[config.mk]
export PLATFORM = sky130hd
export DESIGN_NAME = fs_tx_framer
export DESIGN_NICKNAME = d
export VERILOG_FILES = /design/src/rtl/fs_tx_pkg.sv /design/src/rtl/fs_tx_holding.sv /design/src/rtl/fs_sync_class.sv /design/src/rtl/fs_tx_seq.sv /design/src/rtl/fs_tx_framer.sv
export SDC_FILE = /design/constraint.sdc
export NUM_CORES = 1
export LEC_CHECK = 0
export ABC_AREA = 1
export ABC_CLOCK_PERIOD_IN_PS = 3700
export BUFFER_PORTS_ARGS = -buffer_cell sky130_fd_sc_hd__buf_2
export CORE_MARGIN = 2
export CORE_UTILIZATION = 37
export CTS_CLUSTER_DIAMETER = 150
export DETAILED_ROUTE_END_ITERATION = 8
export PLACE_DENSITY = 0.66
export SLEW_MARGIN = 10
export SYNTH_ARGS = -nofsm -noshare
export SYNTH_HDL_FRONTEND = slang
export SYNTH_HIERARCHICAL = 1
export SYNTH_SLANG_ARGS = --single-unit
export TNS_END_PERCENT = 10
[constraint.sdc]
create_clock -name clk_i -period 3.7 [get_ports clk_i]
set_clock_uncertainty 0.2 [all_clocks]
set_input_delay 0.37 -clock clk_i [delete_from_list [all_inputs] [get_ports clk_i]]
set_output_delay 0.37 -clock clk_i [all_outputs]
set_load 0.05 [all_outputs]
[src/rtl/fs_tx_pkg.sv]
package fs_tx_pkg;
  typedef enum logic [1:0] {
    ST_IDLE  = 2'd0,
    ST_DLY   = 2'd1,
    ST_SHIFT = 2'd2
  } tx_state_e;
endpackage

[src/rtl/fs_tx_holding.sv]
module fs_tx_holding #(
  parameter int W = 8
) (
  input  logic         clk_i,
  input  logic         rst_ni,
  input  logic         wr_valid_i,
  input  logic [W-1:0] wr_data_i,
  input  logic         take_i,
  output logic         full_o,
  output logic [W-1:0] data_o
);
  logic         full_q;
  logic [W-1:0] data_q;

  always_ff @(posedge clk_i or negedge rst_ni) begin
    if (!rst_ni) begin
      full_q <= 1'b0;
      data_q <= '0;
    end else if (take_i) begin
      full_q <= 1'b0;
    end else if (wr_valid_i && !full_q) begin
      full_q <= 1'b1;
      data_q <= wr_data_i;
    end
  end

  assign full_o = full_q;
  assign data_o = data_q;
endmodule

[src/rtl/fs_sync_class.sv]
// Classifies a frame-sync pulse against the element currently in flight.
module fs_sync_class
  import fs_tx_pkg::*;
#(
  parameter int W = 8,
  localparam int IW = $clog2(W)
) (
  input  tx_state_e     state_i,
  input  logic [IW-1:0] idx_i,
  input  logic [1:0]    dly_i,
  input  logic          fsync_i,
  input  logic          ignore_i,
  output logic          start_now_o,
  output logic          pend_o,
  output logic          abort_o
);
  logic [IW-1:0] dly_ext;
  logic          early;

  assign dly_ext = {{(IW-2){1'b0}}, dly_i};

  always_comb begin
    start_now_o = 1'b0;
    pend_o      = 1'b0;
    early       = 1'b0;
    unique case (state_i)
      ST_IDLE:  start_now_o = fsync_i;
      ST_DLY:   early = fsync_i;
      ST_SHIFT: begin
        // idx_i bits remain after the current one
        if (idx_i > dly_ext)   early       = fsync_i;
        else if (idx_i == '0)  start_now_o = fsync_i;
        else                   pend_o      = fsync_i;
      end
      default: ;
    endcase
  end

  assign abort_o = early && !ignore_i;
endmodule

[src/rtl/fs_tx_seq.sv]
module fs_tx_seq
  import fs_tx_pkg::*;
#(
  parameter int W = 8,
  localparam int IW = $clog2(W)
) (
  input  logic          clk_i,
  input  logic          rst_ni,
  input  logic          start_now_i,
  input  logic          pend_i,
  input  logic          abort_i,
  input  logic [1:0]    dly_i,
  input  logic          hold_full_i,
  input  logic [W-1:0]  hold_data_i,
  output logic          take_o,
  output tx_state_e     state_o,
  output logic [IW-1:0] idx_o,
  output logic          sdo_o,
  output logic          sdo_en_o
);
  localparam logic [IW-1:0] IdxTop = IW'(W - 1);

  tx_state_e     state_q, state_n;
  logic [IW-1:0] idx_q, idx_n;
  logic [1:0]    cnt_q, cnt_n, pcnt_q, pcnt_n, rem;
  logic [W-1:0]  elem_q, elem_n;
  logic          pend_q, pend_n, go, load;

  always_comb begin
    state_n = state_q;
    idx_n   = idx_q;
    cnt_n   = cnt_q;
    elem_n  = elem_q;
    pend_n  = pend_q;
    pcnt_n  = pcnt_q;
    go      = 1'b0;
    load    = 1'b0;
    rem     = '0;
    take_o  = 1'b0;
    unique case (state_q)
      ST_IDLE: if (start_now_i) begin go = 1'b1; rem = dly_i; load = 1'b1; end
      ST_DLY: begin
        if (abort_i) begin go = 1'b1; rem = dly_i; end
        else if (cnt_q == 2'd1) begin state_n = ST_SHIFT; idx_n = IdxTop; end
        else cnt_n = cnt_q - 2'd1;
      end
      ST_SHIFT: begin
        pend_n = 1'b0;
        if (abort_i) begin
          go = 1'b1; rem = dly_i;
        end else if (idx_q == '0) begin
          if (start_now_i)  begin go = 1'b1; rem = dly_i;  load = 1'b1; end
          else if (pend_q)  begin go = 1'b1; rem = pcnt_q; load = 1'b1; end
          else state_n = ST_IDLE;
        end else begin
          idx_n  = idx_q - 1'b1;
          pend_n = pend_q | pend_i;
          if (pend_i) pcnt_n = dly_i - idx_q[1:0];
        end
      end
      default: state_n = ST_IDLE;
    endcase
    if (go) begin
      if (load && !hold_full_i) begin
        state_n = ST_IDLE;
      end else begin
        take_o = load;
        if (load) elem_n = hold_data_i;  // retransmission keeps elem_q
        if (rem == 2'd0) begin state_n = ST_SHIFT; idx_n = IdxTop; end
        else             begin state_n = ST_DLY;   cnt_n = rem;    end
      end
    end
  end

  always_ff @(posedge clk_i or negedge rst_ni) begin
    if (!rst_ni) begin
      state_q <= ST_IDLE;
      idx_q   <= '0;
      cnt_q   <= '0;
      elem_q  <= '0;
      pend_q  <= 1'b0;
      pcnt_q  <= '0;
    end else begin
      state_q <= state_n;
      idx_q   <= idx_n;
      cnt_q   <= cnt_n;
      elem_q  <= elem_n;
      pend_q  <= pend_n;
      pcnt_q  <= pcnt_n;
    end
  end

  assign state_o  = state_q;
  assign idx_o    = idx_q;
  assign sdo_en_o = (state_q == ST_SHIFT);
  assign sdo_o    = sdo_en_o & elem_q[idx_q];
endmodule

[src/rtl/fs_tx_framer.sv]
module fs_tx_framer
  import fs_tx_pkg::*;
#(
  parameter int W = 8,
  localparam int IW = $clog2(W)
) (
  input  logic         clk_i,
  input  logic         rst_ni,
  input  logic         fsync_i,
  input  logic         ignore_i,
  input  logic [1:0]   dly_i,
  input  logic         wr_valid_i,
  input  logic [W-1:0] wr_data_i,
  output logic         wr_ready_o,
  output logic         sdo_o,
  output logic         sdo_en_o,
  output logic         sync_err_o,
  input  logic         err_clr_i
);
  logic [1:0]    dly_eff;
  logic          hold_full, take, start_now, pend, abort;
  logic [W-1:0]  hold_data;
  tx_state_e     state;
  logic [IW-1:0] idx;
  logic          err_q;

  assign dly_eff = (dly_i == 2'd3) ? 2'd2 : dly_i;

  fs_tx_holding #(.W(W)) u_hold (
    .clk_i(clk_i), .rst_ni(rst_ni),
    .wr_valid_i(wr_valid_i), .wr_data_i(wr_data_i),
    .take_i(take), .full_o(hold_full), .data_o(hold_data)
  );

  fs_sync_class #(.W(W)) u_class (
    .state_i(state), .idx_i(idx), .dly_i(dly_eff),
    .fsync_i(fsync_i), .ignore_i(ignore_i),
    .start_now_o(start_now), .pend_o(pend), .abort_o(abort)
  );

  fs_tx_seq #(.W(W)) u_seq (
    .clk_i(clk_i), .rst_ni(rst_ni),
    .start_now_i(start_now), .pend_i(pend), .abort_i(abort),
    .dly_i(dly_eff), .hold_full_i(hold_full), .hold_data_i(hold_data),
    .take_o(take), .state_o(state), .idx_o(idx),
    .sdo_o(sdo_o), .sdo_en_o(sdo_en_o)
  );

  always_ff @(posedge clk_i or negedge rst_ni) begin
    if (!rst_ni)        err_q <= 1'b0;
    else if (abort)     err_q <= 1'b1;
    else if (err_clr_i) err_q <= 1'b0;
  end

  assign sync_err_o = err_q;
  assign wr_ready_o = !hold_full;
endmodule

* Word level (Yosys, flattened, before mapping)
Cells that the tools add are included.
** Operators by class
- Add/sub/neg operators :: 3
- $lt $le $gt $ge :: 2
- Equal/unequal tests :: 11
- Muxes and demuxes :: 59
- Bitwise gates (word level) :: 6
- Reduce and logical (&&, ||, !) cells :: 14
** Operators by type and width (number)
- two-way mux 2 bit :: 22
- two-way mux 1 bit :: 22
- two-way mux 3 bit :: 7
- != test 3 bit (second input constant) :: 4
- case mux 2 bit (3 select lines) :: 2
- AND reduction 7 bit :: 1
- case mux 1 bit (2 select lines) :: 3
- case mux 3 bit (2 select lines) :: 1
- equality test 2 x 1 -> 1 bit (second input constant) :: 2
- equality test 2 bit (second input constant) :: 2
- zero test 2 bit :: 2
- less-than comparator 3 x 4 -> 1 bit (second input constant) :: 1
- NOT 1 bit :: 4
- AND reduction 4 bit :: 1
- nonzero test 2 bit :: 2
- binary-select mux 1 bit (select 3 bit) :: 1
- greater-than comparator 3 x 2 -> 1 bit :: 1
- logical AND 1 bit :: 3
- zero test 3 bit :: 1
- != test 3 x 1 -> 1 bit (second input constant) :: 1
- != test 3 x 2 -> 1 bit (second input constant) :: 1
- case mux 1 bit (3 select lines) :: 1
- AND reduction 3 bit :: 1
- subtractor 3 x 1 -> 3 bit (second input constant) :: 1
- other kinds (7) :: 8
** Word-level totals
- Register bits after elaboration :: 28
- Bits of input ports :: 16
- Output and inout port bits :: 4
- Logic and storage cells :: 104

* Depth between registers and ports, before layout
- Depth after elaboration :: 14
- Mapped depth :: 23
- Mapped depth without buffers :: 23

* By module
The synthesis kept the hierarchy.
** Modules (own cells, without submodules)
- fs_tx_seq :: instances 1, cells each 175, area each 1252.5 µm², seq. area each 450.4 µm²
- fs_tx_holding :: instances 1, cells each 38, area each 360.3 µm², seq. area each 225.2 µm²
- fs_sync_class :: instances 1, cells each 27, area each 163.9 µm², seq. area each 0.0 µm²
- fs_tx_framer :: instances 1, cells each 9, area each 55.1 µm², seq. area each 25.0 µm²

* Least setup slack after synthesis
OpenSTA, ideal clock, no wires.
- Kind :: input-to-reg
- Start :: input dly_i[1]
- End :: register u_hold.data_q[2] (netlist: u_hold/data_o[2])
- Library setup time :: 117 ps
- Data arrival time :: 2372 ps
- Required time :: 3383 ps
- Path slack :: 1011 ps
- Stages on the path :: 17
- Buffers on the path :: 1
- Cells stage by stage :: clkbuf_1 > inv_1 > ha_1 > nand3_1 > nand2_1 > nand3_1 > a21oi_1 > inv_2 > nand2_2 > inv_1 > a21oi_2 > nand3b_4 > inv_6 > nor2_4 > nand2_4 > nand2_1 > nand2_1
** Between the ends
- Elaborated cells on any way between the ends :: 21
- Those cells by class :: 1 x order compare; 1 x eq/ne; 15 x mux; 1 x bitwise; 3 x reduce/logical
** RTL lines
- from (decl) :: RTL line fs_tx_framer.sv:11 : input logic [1:0] dly_i,
- equality test 2 bit :: RTL line fs_tx_framer.sv:27 : assign dly_eff = (dly_i == 2'd3) ? 2'd2 : dly_i;
- two-way mux 2 bit (*) :: RTL line fs_tx_framer.sv:27
- greater-than comparator 3 x 2 -> 1 bit (*) :: RTL line fs_sync_class.sv:31 : if (idx_i > dly_ext) early = fsync_i;
- two-way mux 1 bit (*) :: RTL line fs_sync_class.sv:31
- case mux 1 bit (2 select lines) (*) :: RTL line fs_sync_class.sv:26 : unique case (state_i)
- logical AND 1 bit (*) :: RTL line fs_sync_class.sv:39 : assign abort_o = early && !ignore_i;
- via abort :: RTL line fs_tx_framer.sv:21 : logic hold_full, take, start_now, pend, abort;
- two-way mux 1 bit :: RTL line fs_tx_seq.sv:49 : if (abort_i) begin
- case mux 1 bit (2 select lines) :: RTL line fs_tx_seq.sv:40 : unique case (state_q)
- logical AND 1 bit :: RTL line fs_tx_seq.sv:64 : if (load && !hold_full_i) begin
- two-way mux 1 bit :: RTL line fs_tx_seq.sv:64
- two-way mux 1 bit (*) :: RTL line fs_tx_seq.sv:63 : if (go) begin
- via take :: RTL line fs_tx_framer.sv:21
- NOT 1 bit (no source line) (*)
- AND reduction 2 bit (no source line) (*)
- to (signal assigned) :: RTL line fs_tx_holding.sv:23 : data_q <= wr_data_i;
- to (decl) :: RTL line fs_tx_holding.sv:13 : logic [W-1:0] data_q;
The timed path passes the listed nets; every way through them passes the cells marked *.
A chain may end at the register's enable or synchronous reset.

* Final worst setup path
- Start :: register u_seq.idx_q[0] (netlist: u_seq/idx_o[0])
- End :: register u_hold.data_q[2] (netlist: u_hold/data_o[2])
** Between the ends
- Elaborated cells on any way between the ends :: 21
- Those cells by class :: 1 x order compare; 15 x mux; 1 x bitwise; 4 x reduce/logical
** RTL lines
- from (decl) :: RTL line fs_tx_seq.sv:24 : logic [IW-1:0] idx_q, idx_n;
- from (signal assigned) :: RTL line fs_tx_seq.sv:85 : idx_q <= idx_n;
- greater-than comparator 3 x 2 -> 1 bit (*) :: RTL line fs_sync_class.sv:31
- two-way mux 1 bit (*) :: RTL line fs_sync_class.sv:31
- case mux 1 bit (2 select lines) (*) :: RTL line fs_sync_class.sv:26
- logical AND 1 bit (*) :: RTL line fs_sync_class.sv:39
- via abort :: RTL line fs_tx_framer.sv:21
- two-way mux 1 bit :: RTL line fs_tx_seq.sv:49
- case mux 1 bit (2 select lines) :: RTL line fs_tx_seq.sv:40
- logical AND 1 bit :: RTL line fs_tx_seq.sv:64
- two-way mux 1 bit :: RTL line fs_tx_seq.sv:64
- two-way mux 1 bit (*) :: RTL line fs_tx_seq.sv:63
- via take :: RTL line fs_tx_framer.sv:21
- NOT 1 bit (no source line) (*)
- AND reduction 2 bit (no source line) (*)
Marks and branches as above.

==> impl_results.rst <==
.. list-table::
   :header-rows: 1

   * - Metric
     - Value
   * - TritonCTS clock tree
     - yes
   * - Peak supply drop
     - roughly 0.00032 V
   * - Placeable Area
     - 0.00475 mm²
   * - Arr. time, crit path
     - 3.01 ns
   * - Setup repair after global routing missed its margin
     - no
   * - Launch point of the critical path
     - u_seq/idx_o[0]$_DFF_PN0_
   * - Remaining max-slew budget at the tightest pin
     - 58.4%
   * - Final cell utilization of the core
     - around 44%
   * - Net count, final
     - 301
   * - Vias in the first global route
     - ~1,600
   * - Level count of the clock H-tree
     - 1
   * - Hold/Removal Path Class
     - input pin to flop
   * - Register-to-Register Path Depth
     - 15
   * - Antenna violations before repair
     - 0
   * - Final worst path period need
     - 3.05 ns
   * - Worst Max-Slew Pin Slew
     - 0.624 ns
   * - Final cell area excluding filler cells
     - approximately 0.0021 mm²
   * - Number of placement rows
     - 25
   * - Post-synthesis cell type with the largest combined area
     - dfrtp_1
   * - Half-perimeter wire length after placement
     - 2810 µm
   * - DIE HEIGHT
     - 74.4 µm
   * - Switch share
     - about 48%
   * - Maximum clock frequency
     - about 0.33 GHz
   * - Internal power
     - a little over 900 µW
   * - Total CTS buffers
     - 3
   * - Global routing usage on met1
     - approximately 20%
   * - Combinational Power Share
     - a little over half
   * - Share of the clock period used by the worst path after layout
     - between 80% and 90%
   * - Required time at the worst-slack endpoint
     - roughly 3.7 ns
   * - Post-Synth Simple-Gate Area
     - 34.8%
   * - Layer with the highest usage
     - met2
   * - Gates resized, CTS repair
     - 0
   * - Relative area change from synthesis to final layout
     - 13.1%
   * - Critical path fanouts, max
     - 10
   * - Top-area cell type share of the netlist area
     - 38.3%
   * - Max Cap Violations
     - 0
   * - Die boundary width
     - between 70 and 80 µm
   * - Portion of total power attributed to the clock network
     - between 10% and 20%
   * - Total clock sinks
     - 28
   * - Number of flops mapped to enable cells by yosys
     - 0
   * - Sequential share of the synthesized area
     - about two fifths
   * - Power per unit of standard cell area
     - about 860 mW/mm²
   * - Area after detailed placement
     - approximately 0.002 mm²
   * - Count of mapped cells out of synthesis
     - ~250
   * - Total routing usage reported by global routing
     - between 10% and 20%
   * - Critical path launch point type
     - flop
   * - Drt first pass iters
     - 4
   * - Setup bufs post-CTS
     - 0
   * - Hold Fails Final Rpt
     - 0
   * - Detailed Route Iter0 Violations
     - 58
   * - Share of synthesized area spent on multiplexers
     - 0%
   * - Largest cells by area after synthesis
     - dfrtp_1 (38%), nand2_1 (17%), ha_1 (9.6%)
   * - Count of warnings emitted by yosys
     - 6
   * - Max Root-Sink Buffers
     - 2
   * - Met3 capacity usage during global routing
     - under 10%
   * - Maximum number of pins on one net before global-route repair
     - 29
   * - Result of the run
     - finished clean
   * - Critical register-to-register path startpoint
     - u_seq/idx_o[0]$_DFF_PN0_
   * - Compound-Gate Fraction of Synth Area
     - 8.47%
   * - Power dissipated by switching net loads
     - between 800 and 900 µW
   * - First-pass GRT wire length
     - 6610 µm
   * - Initial core utilization
     - about two fifths
   * - Most common cell in the synthesized netlist
     - nand2_1
   * - Part of the total power dissipated in sequential elements
     - around a third
   * - Post-synthesis sequential element count
     - 28
   * - Commonest register cell after synthesis
     - dfrtp_1
   * - Sum of negative setup slack
     - 0 ns
   * - Grt total ovfl
     - 0
   * - Number of input and output port buffers inserted
     - 19
   * - Capturing point of the worst reg2reg path
     - u_hold/data_o[2]$_DFFE_PN0P_
   * - Area enclosed by the die boundary
     - about 0.0055 mm²
   * - Layout cell share with drive strength beyond 1
     - between 10% and 20%
   * - GRT met2 Usage
     - between 20% and 30%
   * - Top cell types by occurrence after synthesis
     - nand2_1 (83), dfrtp_1 (28), inv_1 (28)
   * - Async set-reset flop share out of synthesis
     - 100%
   * - Routability congestion estimate from global placement
     - 0.835
   * - Cell Count Post-Placement
     - 332
   * - Combinational family with the most area after synthesis
     - simple AND/OR/NAND/NOR gates
   * - Root buffer cell
     - clkbuf_8
   * - Cell Area, Synth
     - 0.00183 mm²
   * - Antenna diode count
     - 0
   * - Detail-routed via count per cell
     - 4.75
   * - Clock slew at the register clock pins of the worst setup and hold paths
     - approximately 0.1 ns
   * - Setup-failing EPs final
     - 0
   * - Slew Limit Fails
     - 0
   * - Final Non-Filler Cells
     - between 300 and 400
   * - Worst Setup End Kind
     - flop
   * - FF-to-FF setup slack
     - around 0.65 ns
   * - # DRC
     - 0
   * - Share of the synthesized netlist area taken by xor and xnor gates
     - less than 1%
   * - Post-synthesis average cell area
     - around 7.4 µm²
   * - Total wirelength of the detailed-routed design
     - roughly 3600 µm
   * - Worst hold-check slack
     - approximately 0.11 ns
   * - Source-to-sink clock delay at the later pin of the worst-skew pair
     - ~0.27 ns
   * - Critical setup path kind
     - flop to flop
   * - Post-synthesis cell type count
     - 32
   * - DR WL/cell
     - 10.8 µm
   * - Net count of the mapped netlist
     - around 280
   * - Adder-cell area share of the yosys netlist
     - under 10%
   * - IO Pins
     - 20
   * - Static Leak
     - 0.00112 µW
   * - Routed vias
     - around 1,600
   * - Antenna Violating Nets Remaining
     - 0
   * - End of the critical path
     - u_hold/data_o[2]$_DFFE_PN0P_
power by group through the flow:
stage	clock [µW]	combinational (µW)	sequential [µW]
3_3_place_gp	0	948	577
5_1_grt	262	1110	595
3_5_place_dp	0	962	581
2_1_floorplan	0	781	549
6_report	241	963	574
4_1_cts	251	967	575
state kept, by name (all words and copies together) (netlist names):
| name | flops |
|---|---|
| u_seq/elem_q | 8 |
| u_seq/pcnt_q | 2 |
| u_seq/state_o | 2 |
| u_seq/cnt_q | 2 |
| u_seq/pend_q | 1 |
| u_hold/data_o | 8 |
| u_seq/idx_o | 3 |
| u_hold/full_o | 1 |
| sync_err_o | 1 |
worst max-delay path: stages, from the launching register on:
cell and delay [ns]:
dfrtp_1 0.55, inv_1 0.08, ha_1 0.28, nand3_1 0.10
nand3_1 0.09, a21oi_1 0.43, inv_2 0.15, nand2_2 0.10
inv_1 0.05, a21oi_2 0.15, nand3b_4 0.22, inv_6 0.07
nor2_4 0.23, nand2_4 0.11, nand2_1 0.07, nand2_1 0.05
per-layer routing:
layer | vias to the layer above | wire length [µm]
met2 | 25 | 1720
met5 | - | 0
met4 | 0 | 55
li1 | 825 | -
met1 | 746 | 1790
met3 | 4 | 86
worst min-delay path by stage:
stage | slack (ns) | end | start | cells after the start
CTS | 0.11 | sync_err_o$_DFFE_PN0P_ | err_clr_i | 4
detailed placement | 0.23 | u_hold/full_o$_DFFE_PN0P_ | rst_ni | 1
finish | 0.11 | sync_err_o$_DFFE_PN0P_ | err_clr_i | 4
floorplan | -0.13 | sync_err_o$_DFFE_PN0P_ | rst_ni | 0
global placement | 0.23 | u_seq/cnt_q[0]$_DFF_PN0_ | rst_ni | 1
global route | 0.13 | sync_err_o$_DFFE_PN0P_ | err_clr_i | 4
placed cells by master (no fill, tap or decap):
| master | Yosys | final |
|---|---|---|
| inv_6 | 1 | 1 |
| or2_0 | 2 | 2 |
| xor2_1 | 1 | 1 |
| nand3b_4 | 1 | 1 |
| buf_2 | 1 | 19 |
| nor2_2 | 2 | 2 |
| nand3_2 | 1 | 1 |
| ha_1 | 14 | 14 |
| clkbuf_8 | 0 | 3 |
| a31oi_1 | 1 | 1 |
| nand2_4 | 1 | 1 |
| inv_1 | 28 | 28 |
| and3_2 | 1 | 1 |
| a21oi_2 | 1 | 1 |
| clkinv_2 | 1 | 1 |
| nor2_4 | 2 | 2 |
| dlygate4sd3_1 | 0 | 1 |
| nand2_2 | 7 | 7 |
| a21oi_1 | 6 | 6 |
| o21ai_1 | 1 | 1 |
| bufinv_16 | 0 | 1 |
| inv_2 | 4 | 4 |
| a22oi_1 | 1 | 1 |
| nand3b_1 | 2 | 2 |
| o21ai_0 | 14 | 14 |
| o21bai_1 | 1 | 1 |
| nand2_1 | 83 | 83 |
| o211ai_1 | 1 | 1 |
| nand3_1 | 18 | 18 |
| nand4_1 | 1 | 1 |
| nor2_1 | 20 | 20 |
| dfrtp_1 | 28 | 28 |
| o22ai_1 | 2 | 2 |
cells by family (layout without fill, tap and decap cells):
family                     count (synthesis)  in the layout
xor gates and xnor gates                   1              1
DFF                                       28             28
buffers and inverters                     37             58
and+or+nand+nor                          141            141
adders and majority gates                 14             14
AOI/OAI and AO/OA                         28             28
cell type report:
| class | instances | area (µm²) |
|---|---|---|
| clock buffer | 3 | 41.3 |
| timing repair buffer | 20 | 105 |
| sequential | 28 | 701 |
| multi-input combinational | 184 | 977 |
| clock inverter | 1 | 30.0 |
| inverter | 34 | 134 |
| tap | 67 | 83.8 |
| fill | 501 | 2680 |
through the flow:
stage               total power, µW  worst slack, ns
finish                         1780            0.652
global route                   1970            0.375
CTS                            1790            0.672
detailed placement             1540            0.572
global placement               1530            0.670
floorplan                      1330             1.01
timing repair:
item | in CTS | in global routing
endpoints found under the hold margin | 28 | 0
setup endpoints to repair | 0 | 0
hold buffers | 1 | 0
Power figures use the tool's default switching activity.
